$ cat src/rtl/tspa_pkg.sv
package tspa_pkg;

  // outcome of comparing the two queue heads
  typedef enum logic [1:0] {
    DEC_WAIT      = 2'd0,
    DEC_MATCH     = 2'd1,
    DEC_DROP_FAST = 2'd2,
    DEC_DROP_SLOW = 2'd3
  } pair_dec_e;

  // output frame progress
  typedef enum logic [1:0] {
    FR_IDLE   = 2'd0,
    FR_FIRST  = 2'd1,
    FR_SECOND = 2'd2
  } frame_st_e;

endpackage

$ cat src/rtl/tspa_decider.sv
module tspa_decider #(
  parameter int TS_W = 64
) (
  input  logic            fast_valid,
  input  logic            slow_valid,
  input  logic [TS_W-1:0] fast_ts,
  input  logic [TS_W-1:0] slow_ts,
  input  logic [TS_W-1:0] tolerance,
  output tspa_pkg::pair_dec_e decision
);
  import tspa_pkg::*;

  // magnitude of the gap between two capture times
  function automatic logic [TS_W-1:0] ts_gap(input logic [TS_W-1:0] a,
                                             input logic [TS_W-1:0] b);
    return (a >= b) ? (a - b) : (b - a);
  endfunction

  // true when the fast record was captured first
  function automatic logic fast_is_older(input logic [TS_W-1:0] f,
                                         input logic [TS_W-1:0] s);
    return f < s;
  endfunction

  logic both_present;
  logic in_window;

  assign both_present = fast_valid && slow_valid;
  assign in_window    = ts_gap(fast_ts, slow_ts) <= tolerance;

  always_comb begin
    if (!both_present) begin
      decision = DEC_WAIT;
    end else if (in_window) begin
      decision = DEC_MATCH;
    end else if (fast_is_older(fast_ts, slow_ts)) begin
      decision = DEC_DROP_FAST;
    end else begin
      decision = DEC_DROP_SLOW;
    end
  end

endmodule

$ cat src/rtl/tspa_framer.sv
module tspa_framer #(
  parameter int REC_W = 80
) (
  input  logic             clk,
  input  logic             rst_n,
  input  logic             start,
  input  logic [REC_W-1:0] fast_rec,
  input  logic [REC_W-1:0] slow_rec,
  input  logic             m_tready,
  output logic             m_tvalid,
  output logic [REC_W-1:0] m_tdata,
  output logic             m_tlast,
  output logic             busy,
  output logic             done
);
  import tspa_pkg::*;

  frame_st_e        st;
  logic [REC_W-1:0] slow_q;
  logic [REC_W-1:0] fast_q;

  always_ff @(posedge clk or negedge rst_n) begin
    if (!rst_n) begin
      st     <= FR_IDLE;
      slow_q <= '0;
      fast_q <= '0;
    end else begin
      case (st)
        FR_IDLE: if (start) begin
          slow_q <= slow_rec;
          fast_q <= fast_rec;
          st     <= FR_FIRST;
        end
        FR_FIRST:  if (m_tready) st <= FR_SECOND;
        FR_SECOND: if (m_tready) st <= FR_IDLE;
        default:   st <= FR_IDLE;
      endcase
    end
  end

  assign m_tvalid = (st != FR_IDLE);
  assign m_tlast  = (st == FR_SECOND);
  assign m_tdata  = (st == FR_SECOND) ? fast_q : slow_q;
  assign busy     = m_tvalid;
  assign done     = (st == FR_SECOND) && m_tready;

  // a stalled beat holds
  a_r5_beat_stable: assert property (@(posedge clk) disable iff (!rst_n)
    (m_tvalid && !m_tready) |=> (m_tvalid && $stable(m_tdata) && $stable(m_tlast)));

  // an accepted first beat is followed by the last beat
  a_r4_second_beat: assert property (@(posedge clk) disable iff (!rst_n)
    (m_tvalid && m_tready && !m_tlast) |=> (m_tvalid && m_tlast));

  // a new frame opens with the non-last beat
  a_r4_first_beat: assert property (@(posedge clk) disable iff (!rst_n)
    (start && !busy) |=> (m_tvalid && !m_tlast));

endmodule

$ cat src/rtl/tspa_satcnt.sv
module tspa_satcnt #(
  parameter int W = 32
) (
  input  logic         clk,
  input  logic         rst_n,
  input  logic         inc,
  output logic [W-1:0] count
);
  localparam logic [W-1:0] TOP = {W{1'b1}};

  always_ff @(posedge clk or negedge rst_n) begin
    if (!rst_n) begin
      count <= '0;
    end else if (inc && (count != TOP)) begin
      count <= count + W'(1);
    end
  end

  // the top value is sticky
  a_r8_hold_top: assert property (@(posedge clk) disable iff (!rst_n)
    (count == TOP) |=> (count == TOP));

  // below the top, each event adds one
  a_r8_step: assert property (@(posedge clk) disable iff (!rst_n)
    (inc && (count != TOP)) |=> (count == $past(count) + W'(1)));

endmodule

$ cat src/rtl/ts_pair_aligner.sv
module ts_pair_aligner #(
  parameter int TS_W  = 64,
  parameter int PAY_W = 16,
  parameter int CNT_W = 32,
  localparam int REC_W = TS_W + PAY_W
) (
  input  logic             clk,
  input  logic             rst_n,
  input  logic [TS_W-1:0]  tolerance,
  input  logic             fast_valid,
  input  logic [REC_W-1:0] fast_data,
  output logic             fast_pop,
  input  logic             slow_valid,
  input  logic [REC_W-1:0] slow_data,
  output logic             slow_pop,
  output logic             m_tvalid,
  input  logic             m_tready,
  output logic [REC_W-1:0] m_tdata,
  output logic             m_tlast,
  output logic [CNT_W-1:0] pair_count,
  output logic [CNT_W-1:0] fast_drop_count,
  output logic [CNT_W-1:0] slow_drop_count
);
  import tspa_pkg::*;

  localparam int NUM_CNT = 3;

  logic [TS_W-1:0] fast_ts;
  logic [TS_W-1:0] slow_ts;
  pair_dec_e       decision;
  logic            busy;
  logic            frame_done;
  logic            start_frame;
  logic            drop_fast_ev;
  logic            drop_slow_ev;

  assign fast_ts = fast_data[REC_W-1:PAY_W];
  assign slow_ts = slow_data[REC_W-1:PAY_W];

  tspa_decider #(.TS_W(TS_W)) u_decider (
    .fast_valid (fast_valid),
    .slow_valid (slow_valid),
    .fast_ts    (fast_ts),
    .slow_ts    (slow_ts),
    .tolerance  (tolerance),
    .decision   (decision)
  );

  // decisions are only acted on while no frame is in flight
  assign start_frame  = !busy && (decision == DEC_MATCH);
  assign drop_fast_ev = !busy && (decision == DEC_DROP_FAST);
  assign drop_slow_ev = !busy && (decision == DEC_DROP_SLOW);

  tspa_framer #(.REC_W(REC_W)) u_framer (
    .clk      (clk),
    .rst_n    (rst_n),
    .start    (start_frame),
    .fast_rec (fast_data),
    .slow_rec (slow_data),
    .m_tready (m_tready),
    .m_tvalid (m_tvalid),
    .m_tdata  (m_tdata),
    .m_tlast  (m_tlast),
    .busy     (busy),
    .done     (frame_done)
  );

  assign fast_pop = drop_fast_ev || frame_done;
  assign slow_pop = drop_slow_ev || frame_done;

  // event counters: 0 pairs, 1 fast discards, 2 slow discards
  logic [NUM_CNT-1:0] cnt_inc;
  logic [CNT_W-1:0]   cnt_val [NUM_CNT];

  assign cnt_inc = {drop_slow_ev, drop_fast_ev, frame_done};

  for (genvar gi = 0; gi < NUM_CNT; gi++) begin : g_cnt
    tspa_satcnt #(.W(CNT_W)) u_cnt (
      .clk   (clk),
      .rst_n (rst_n),
      .inc   (cnt_inc[gi]),
      .count (cnt_val[gi])
    );
  end

  assign pair_count      = cnt_val[0];
  assign fast_drop_count = cnt_val[1];
  assign slow_drop_count = cnt_val[2];

  // an absent head means nothing is popped
  a_r2_wait_empty: assert property (@(posedge clk) disable iff (!rst_n)
    (!fast_valid || !slow_valid) |-> (!fast_pop && !slow_pop));

  // heads stay put until the last beat is taken
  a_r6_hold_heads: assert property (@(posedge clk) disable iff (!rst_n)
    (m_tvalid && !(m_tlast && m_tready)) |-> (!fast_pop && !slow_pop));

  // a joint pop only on the accepted last beat
  a_r6_joint_pop: assert property (@(posedge clk) disable iff (!rst_n)
    (fast_pop && slow_pop) |-> (m_tvalid && m_tlast && m_tready));

  // a lone fast pop discards the older record
  a_r7_fast_older: assert property (@(posedge clk) disable iff (!rst_n)
    (fast_pop && !slow_pop) |-> (!m_tvalid && (fast_ts < slow_ts)));

  // a lone slow pop discards the older record
  a_r7_slow_older: assert property (@(posedge clk) disable iff (!rst_n)
    (slow_pop && !fast_pop) |-> (!m_tvalid && (slow_ts < fast_ts)));

  // a match opens a frame on the next cycle
  a_r3_match_frame: assert property (@(posedge clk) disable iff (!rst_n)
    (!m_tvalid && fast_valid && slow_valid && !fast_pop && !slow_pop) |=> m_tvalid);

endmodule

$ cat config.mk
export PLATFORM = sky130hd
export DESIGN_NAME = ts_pair_aligner
export DESIGN_NICKNAME = d
export VERILOG_FILES = /design/src/rtl/tspa_pkg.sv /design/src/rtl/tspa_decider.sv /design/src/rtl/tspa_framer.sv /design/src/rtl/tspa_satcnt.sv /design/src/rtl/ts_pair_aligner.sv
export SDC_FILE = /design/constraint.sdc
export NUM_CORES = 1
export LEC_CHECK = 0
export BUFFER_PORTS_ARGS = -buffer_cell sky130_fd_sc_hd__buf_2
export CORE_MARGIN = 3
export CORE_UTILIZATION = 49
export CTS_CLUSTER_DIAMETER = 50
export CTS_CLUSTER_SIZE = 40
export DETAILED_ROUTE_END_ITERATION = 8
export GPL_TIMING_DRIVEN = 1
export PLACE_DENSITY = 0.72
export SETUP_SLACK_MARGIN = 0.1
export SLEW_MARGIN = 20
export SYNTH_ARGS = -nofsm -noshare
export SYNTH_HDL_FRONTEND = slang
export SYNTH_HIERARCHICAL = 1
export SYNTH_SLANG_ARGS = --single-unit
$ cat constraint.sdc
create_clock -name clk -period 11.6 [get_ports clk]
set_input_delay 1.74 -clock clk [delete_from_list [all_inputs] [get_ports clk]]
set_output_delay 1.74 -clock clk [all_outputs]
set_load 0.02 [all_outputs]
## Word level (Yosys, flattened, before mapping)

Cells that the tools add are included.

- Magnitude comparators: 3
- Eq/ne operators: 11
- Reductions and logical operators: 15
- Add/subtract/negate cells: 5
- Muxes and demuxes: 9

Operator list:

| operator | number |
|---|---|
| $sub 64x64->64 | 2 |
| $add 32x1->32 const B | 3 |
| $ne 32x32->1 const B | 3 |
| $mux 80 | 1 |
| $ge 64x64->1 | 1 |
| $le 64x64->1 | 1 |
| $lt 64x64->1 | 1 |
| $mux 64 | 1 |
| $mux 2 | 5 |
| $logic_and 1x1->1 | 8 |
| $eq 2x2->1 const B | 3 |
| $ne 2x2->1 const B | 3 |
| $pmux 2 s3 | 1 |
| $eq 2x1->1 const B | 2 |
| $reduce_and 3->1 | 1 |
| $logic_not 2->1 | 1 |
| $logic_or 1x1->1 | 2 |
| $reduce_and 2->1 | 1 |
| $reduce_bool 2->1 | 1 |
| $logic_not 1->1 | 1 |
| $mux 1 | 1 |

- Register bits: 258
- Output and inout bits: 180
- Input port bits: 229

## Longest topological paths before layout

- Depth after elaboration: 9
- Gate-level depth with buffers: 33
- Depth with buffers taken out: 30

## Modules after synthesis

The synthesis kept the hierarchy.

By module, submodules not included:

| module | times used | area each (µm²) | cells each |
|---|---|---|---|
| tspa_decider | 1 | 9683.0 | 1482 |
| tspa_framer | 1 | 6980.4 | 438 |
| tspa_satcnt (g_cnt[1].u_cnt ...) | 2 | 1522.7 | 140 |
| tspa_satcnt (g_cnt[0].u_cnt) | 1 | 1624.1 | 151 |
| ts_pair_aligner | 1 | 36.3 | 5 |

## Worst setup path before layout

Ideal clock, no wire load.

- Path kind: input to output
- Start point: input fast_data[16]
- End point: output fast_pop
- Data required time: 9.860 ns
- Cell stages on the path: 23
- Path slack: 3.746 ns
- Arrival: 6.114 ns
- Path through: inv_1 -> ha_1 -> inv_1 -> fa_1 -> a211oi_2 -> o211ai_2 -> nand2_1 -> o21ai_1 -> a211oi_2 -> a21oi_1 -> a211o_1 -> a2111oi_0 -> a31oi_1 -> xor2_1 -> ha_1 -> nand4_1 -> nor4_1 -> nand4_1 -> o21ai_0 -> o21ai_0 -> o21ba_2 -> nor3b_1 -> or2_2

- Word-level cells in the longest chain between the ends: 8

RTL lines:

| what | RTL line | RTL |
|---|---|---|
| from (decl) | ts_pair_aligner.sv:11 | `input logic [REC_W-1:0] fast_data,` |
| $sub 64x64->64 / $ge 64x64->1 (equally long branches) | tspa_decider.sv:16 | `return (a >= b) ? (a - b) : (b - a);` |
| $mux 64 | tspa_decider.sv:16 |  |
| $le 64x64->1 | tspa_decider.sv:29 | `assign in_window = ts_gap(fast_ts, slow_ts) <= tolerance;` |
| $mux 2 * | tspa_decider.sv:34 | `end else if (in_window) begin` |
| $mux 2 * | tspa_decider.sv:32 | `if (!both_present) begin` |
| via decision[0] | ts_pair_aligner.sv:30 | `pair_dec_e decision;` |
| $eq 2x2->1 * | ts_pair_aligner.sv:51 | `assign drop_fast_ev = !busy && (decision == DEC_DROP_FAST);` |
| $logic_and 1x1->1 * | ts_pair_aligner.sv:51 |  |
| via drop_fast_ev | ts_pair_aligner.sv:34 | `logic drop_fast_ev;` |
| $logic_or 1x1->1 * | ts_pair_aligner.sv:68 | `assign fast_pop = drop_fast_ev \|\| frame_done;` |
| to (decl) | ts_pair_aligner.sv:12 | `output logic fast_pop,` |

Mark *: on every way through the listed nets, which the timed path passes. The rest lies on a longest branch.

## Worst setup path after layout

- Start point: input fast_data[25]
- End point: output fast_pop

The elaborated chain is that of the path after synthesis.

==> run_results.csv <==
group,metric,value,unit
yosys,ys_top_cells_by_area,"dfrtp_1 30%, ha_1 11%, mux2_2 7.5%",
yosys,synth_flop_cell,"dfrtp_1",
critical_path,worstPathArrival,8400,ps
floorplan,num_rows,75,
drt,drc,0,
yosys,synthArstFlopShare,1.00,
yosys,ys_seq_area_frac,0.302,
clock_tree,ctsResizeCount,0,
global_route,gr-total-overflow,0,
clock_tree,cts.sinks,258,
clock_tree,htreeDepth,1,
timing,max_freq,98.6,MHz
layout,nets,3132,
timing,finalCritPeriodShare,0.874,
floorplan,start_util,0.503,
clock_tree,cts-buffers-inserted,30,
placement,place.gp.congestion,1.00,
worst_hold_path,hp-class,"flip-flop to flip-flop",
power,comb_power_share,0.445,
clock_tree,cts_tree,"built",
yosys,netlist.area_leader.share,0.302,
power,leakagePower,0.0123,uW
global_route,grt_max_degree,152,
floorplan,core_area,42500,um^2
critical_path,crit_path_max_fanout,77,
power,p_switching,1650,uW
yosys,yosysWarningCount,6,
timing,tns,0,ps
yosys,syn-num-nets,2781,
power,swShare,0.389,
yosys,syn_area,21400,um^2
timing,hold_viol,0,
timing,skew,34.7,ps
layout,syn_to_final_growth,16.0,%
drt,vias,19418,
timing,rsz0062_at_grt,"no",
yosys,synthCells,2356,
clock_tree,clk-insertion-delay-late,600,ps
timing,period_minus_slack,10140,ps
timing,holdWs,479,ps
floorplan,dieArea,46200,um^2
global_route,grt_pass1_vias,19555,
global_route,grt_first_pass_wirelength,105000,um
run_status,status,"finished clean",
global_route,antenna_found_initial,17,
critical_path,startpoint_type,"input pin",
drt,totalWireLength,66700,um
timing,slew_headroom,0.316,
clock_tree,clk_pin_slew,50,ps
yosys,avgSynthCellArea,9.07,um^2
drt,drtPass1Iterations,6,
placement,dpl.hpwl,53100,um
timing,maxSlewViolCount,0,
critical_path,worstSetupEndpointType,"output pin",
critical_path,crit_required,9860,ps
yosys,synth_cell_types,98,
yosys,synth_commonest_cells,"258 x dfrtp_1, 235 x inv_1, 211 x a21oi_1",
yosys,yosys.cell_count.top_type,"dfrtp_1",
floorplan,die_h,215,um
timing,worst_slew_pin_slew,1030,ps
critical_path,worstSetupPathType,"input pin to output pin",
floorplan,fp.dieW,215,um
clock_tree,cts_buffer_depth,3,
power,p_per_area,172,nW/um^2
clock_tree,root_buffer,"clkbuf_16",
job,maxCapViolations,0,
drt,drt_iter0_drc,1703,
drt,viasPerCell,5.85,
yosys,yosys.area.top_type,"dfrtp_1",
power,p_seq_frac,0.320,
power,ir_drop,0.156,mV
clock_tree,cts_hold_buf,0,
clock_tree,cts_setup_buffers,0,
drt,wire_per_inst,20.1,um
yosys,synth_edf_count,0,
power,clkPwrFrac,0.234,
yosys,ys_ff_latch,258,
layout,fill_cells,3763,
global_route,grt_use_total,0.278,
placement,portBuffers,408,
power,p_int,2600,uW
timing,setup-violations-final,0,
floorplan,io_pins,409,
drt,postRouteAntennaNets,0,
layout,drive_gt1_frac,0.247,
-- critical path: stages --
cell and delay (ps):
buf_2 110, inv_1 40, ha_1 460, a21oi_1 170, o21ai_0 310, a21o_1 270
nand2_2 110, a2111oi_4 370, nand4b_4 210, nand2_4 470, a2111oi_0 640, a31oi_1 100
xor2_1 220, ha_1 310, nand4_1 120, nor4_1 590, nand4_1 250, o21ai_0 200
o21ai_0 280, o21ba_2 310, nor3b_1 690, or2_2 240, buf_2 170
-- path summary, 6_finish.rpt --
path	startpoint	end	slack, ps	depth (start not counted)
setup / recovery	fast_data[25]	fast_pop	1460	23
max in group asynchronous	rst_n	g_cnt[0].u_cnt/count[24]	9100	2
min in group asynchronous	rst_n	u_framer/slow_q[21]	1210	1
setup reg to reg	u_framer/st[0]	g_cnt[0].u_cnt/count[29]	8220	9
hold reg to reg	u_framer/fast_q[50]	u_framer/fast_q[50]	480	1
hold / removal	u_framer/fast_q[50]	u_framer/fast_q[50]	480	1
-- final cells by class --
cell class,instances,area [um^2],share of cell area
diodes,10,25.0,0.00101
clock buffers,38,841,0.0339
clock inverters,18,238,0.00959
inverters,235,882,0.0356
multi-input cells,1763,13400,0.542
flip-flops and latches,258,6460,0.261
well taps,577,722,0.0291
repair buffers,419,2180,0.0878
-- per-layer routing --
layer	GRT usage	vias up	wire [um]
li1	-	9120	-
met5	0	-	65
met4	0.0803	12	2010
met1	0.372	9342	28600
met3	0.0568	149	5250
met2	0.459	795	30800
-- cell usage in the layout (no fill, tap or decap), drive strengths merged, types with 5 or more instances in the layout --
cell type	synthesis	layout
o21ai	121	121
a21o	69	69
xnor2	105	105
clkinv	0	10
xor2	46	46
or2	7	7
clkbuf	12	38
o311ai	5	5
nor2b	9	9
nand2b	8	8
buf	88	419
mux2i	17	17
a221oi	5	5
o21bai	31	31
dfrtp	258	258
nand2	144	144
o22ai	7	7
diode	0	10
or3	8	8
nand3	46	46
and2	9	9
a211o	6	6
and3	13	13
a31oi	9	9
inv	235	239
a21boi	8	8
nor2	139	139
ha	194	194
and4	10	10
mux2	247	247
a311oi	7	7
nor3	27	27
o211ai	25	25
o31ai	12	12
a211oi	19	19
o21a	16	16
a21oi	216	216
nor4	23	23
nand4	106	106
-- power by group through the flow --
stage / clock (uW) / combinational [uW] / sequential [uW]
global route: 1060 / 2050 / 1400
CTS: 1030 / 1890 / 1360
global placement: 0 / 1850 / 1340
detailed placement: 0 / 1880 / 1370
finish: 997 / 1890 / 1360
floorplan: 0 / 1340 / 1340
-- cell families (layout without fill, tap and decap cells) --
family	Yosys count	in the layout	synth area share
other	0	10	0
buffers and inverters	335	710	0.0694
XOR/XNOR	151	151	0.0619
adder cells (fa/ha/maj)	196	196	0.115
multiplexers	264	264	0.138
AO/OA/AOI/OAI	586	586	0.175
flip-flops	258	258	0.302
AND/OR/NAND/NOR	566	566	0.137
-- flip-flops by register name, summed over array words and instances (netlist names) --
name	cells
g_cnt.u_cnt/count	96
u_framer/fast_q	80
u_framer/slow_q	80
u_framer/st	2
-- metrics by stage --
| stage | cell area, um^2 | setup WS, ps | instances | total power (uW) | utilization |
|---|---|---|---|---|---|
| global route | 24800 | 995 | 3315 | 4520 | 0.583 |
| detailed placement | 23700 | 1580 | 3251 | 3260 | 0.557 |
| floorplan | 21400 | 3750 | 2356 | 2680 | - |
| CTS | 24700 | 1550 | 3307 | 4280 | 0.582 |
| finish | 24800 | 1460 | 3318 | 4250 | 0.583 |
| global placement | 23700 | 1600 | 3251 | 3190 | 0.557 |
Note: power is estimated with default switching activity, not from simulation.
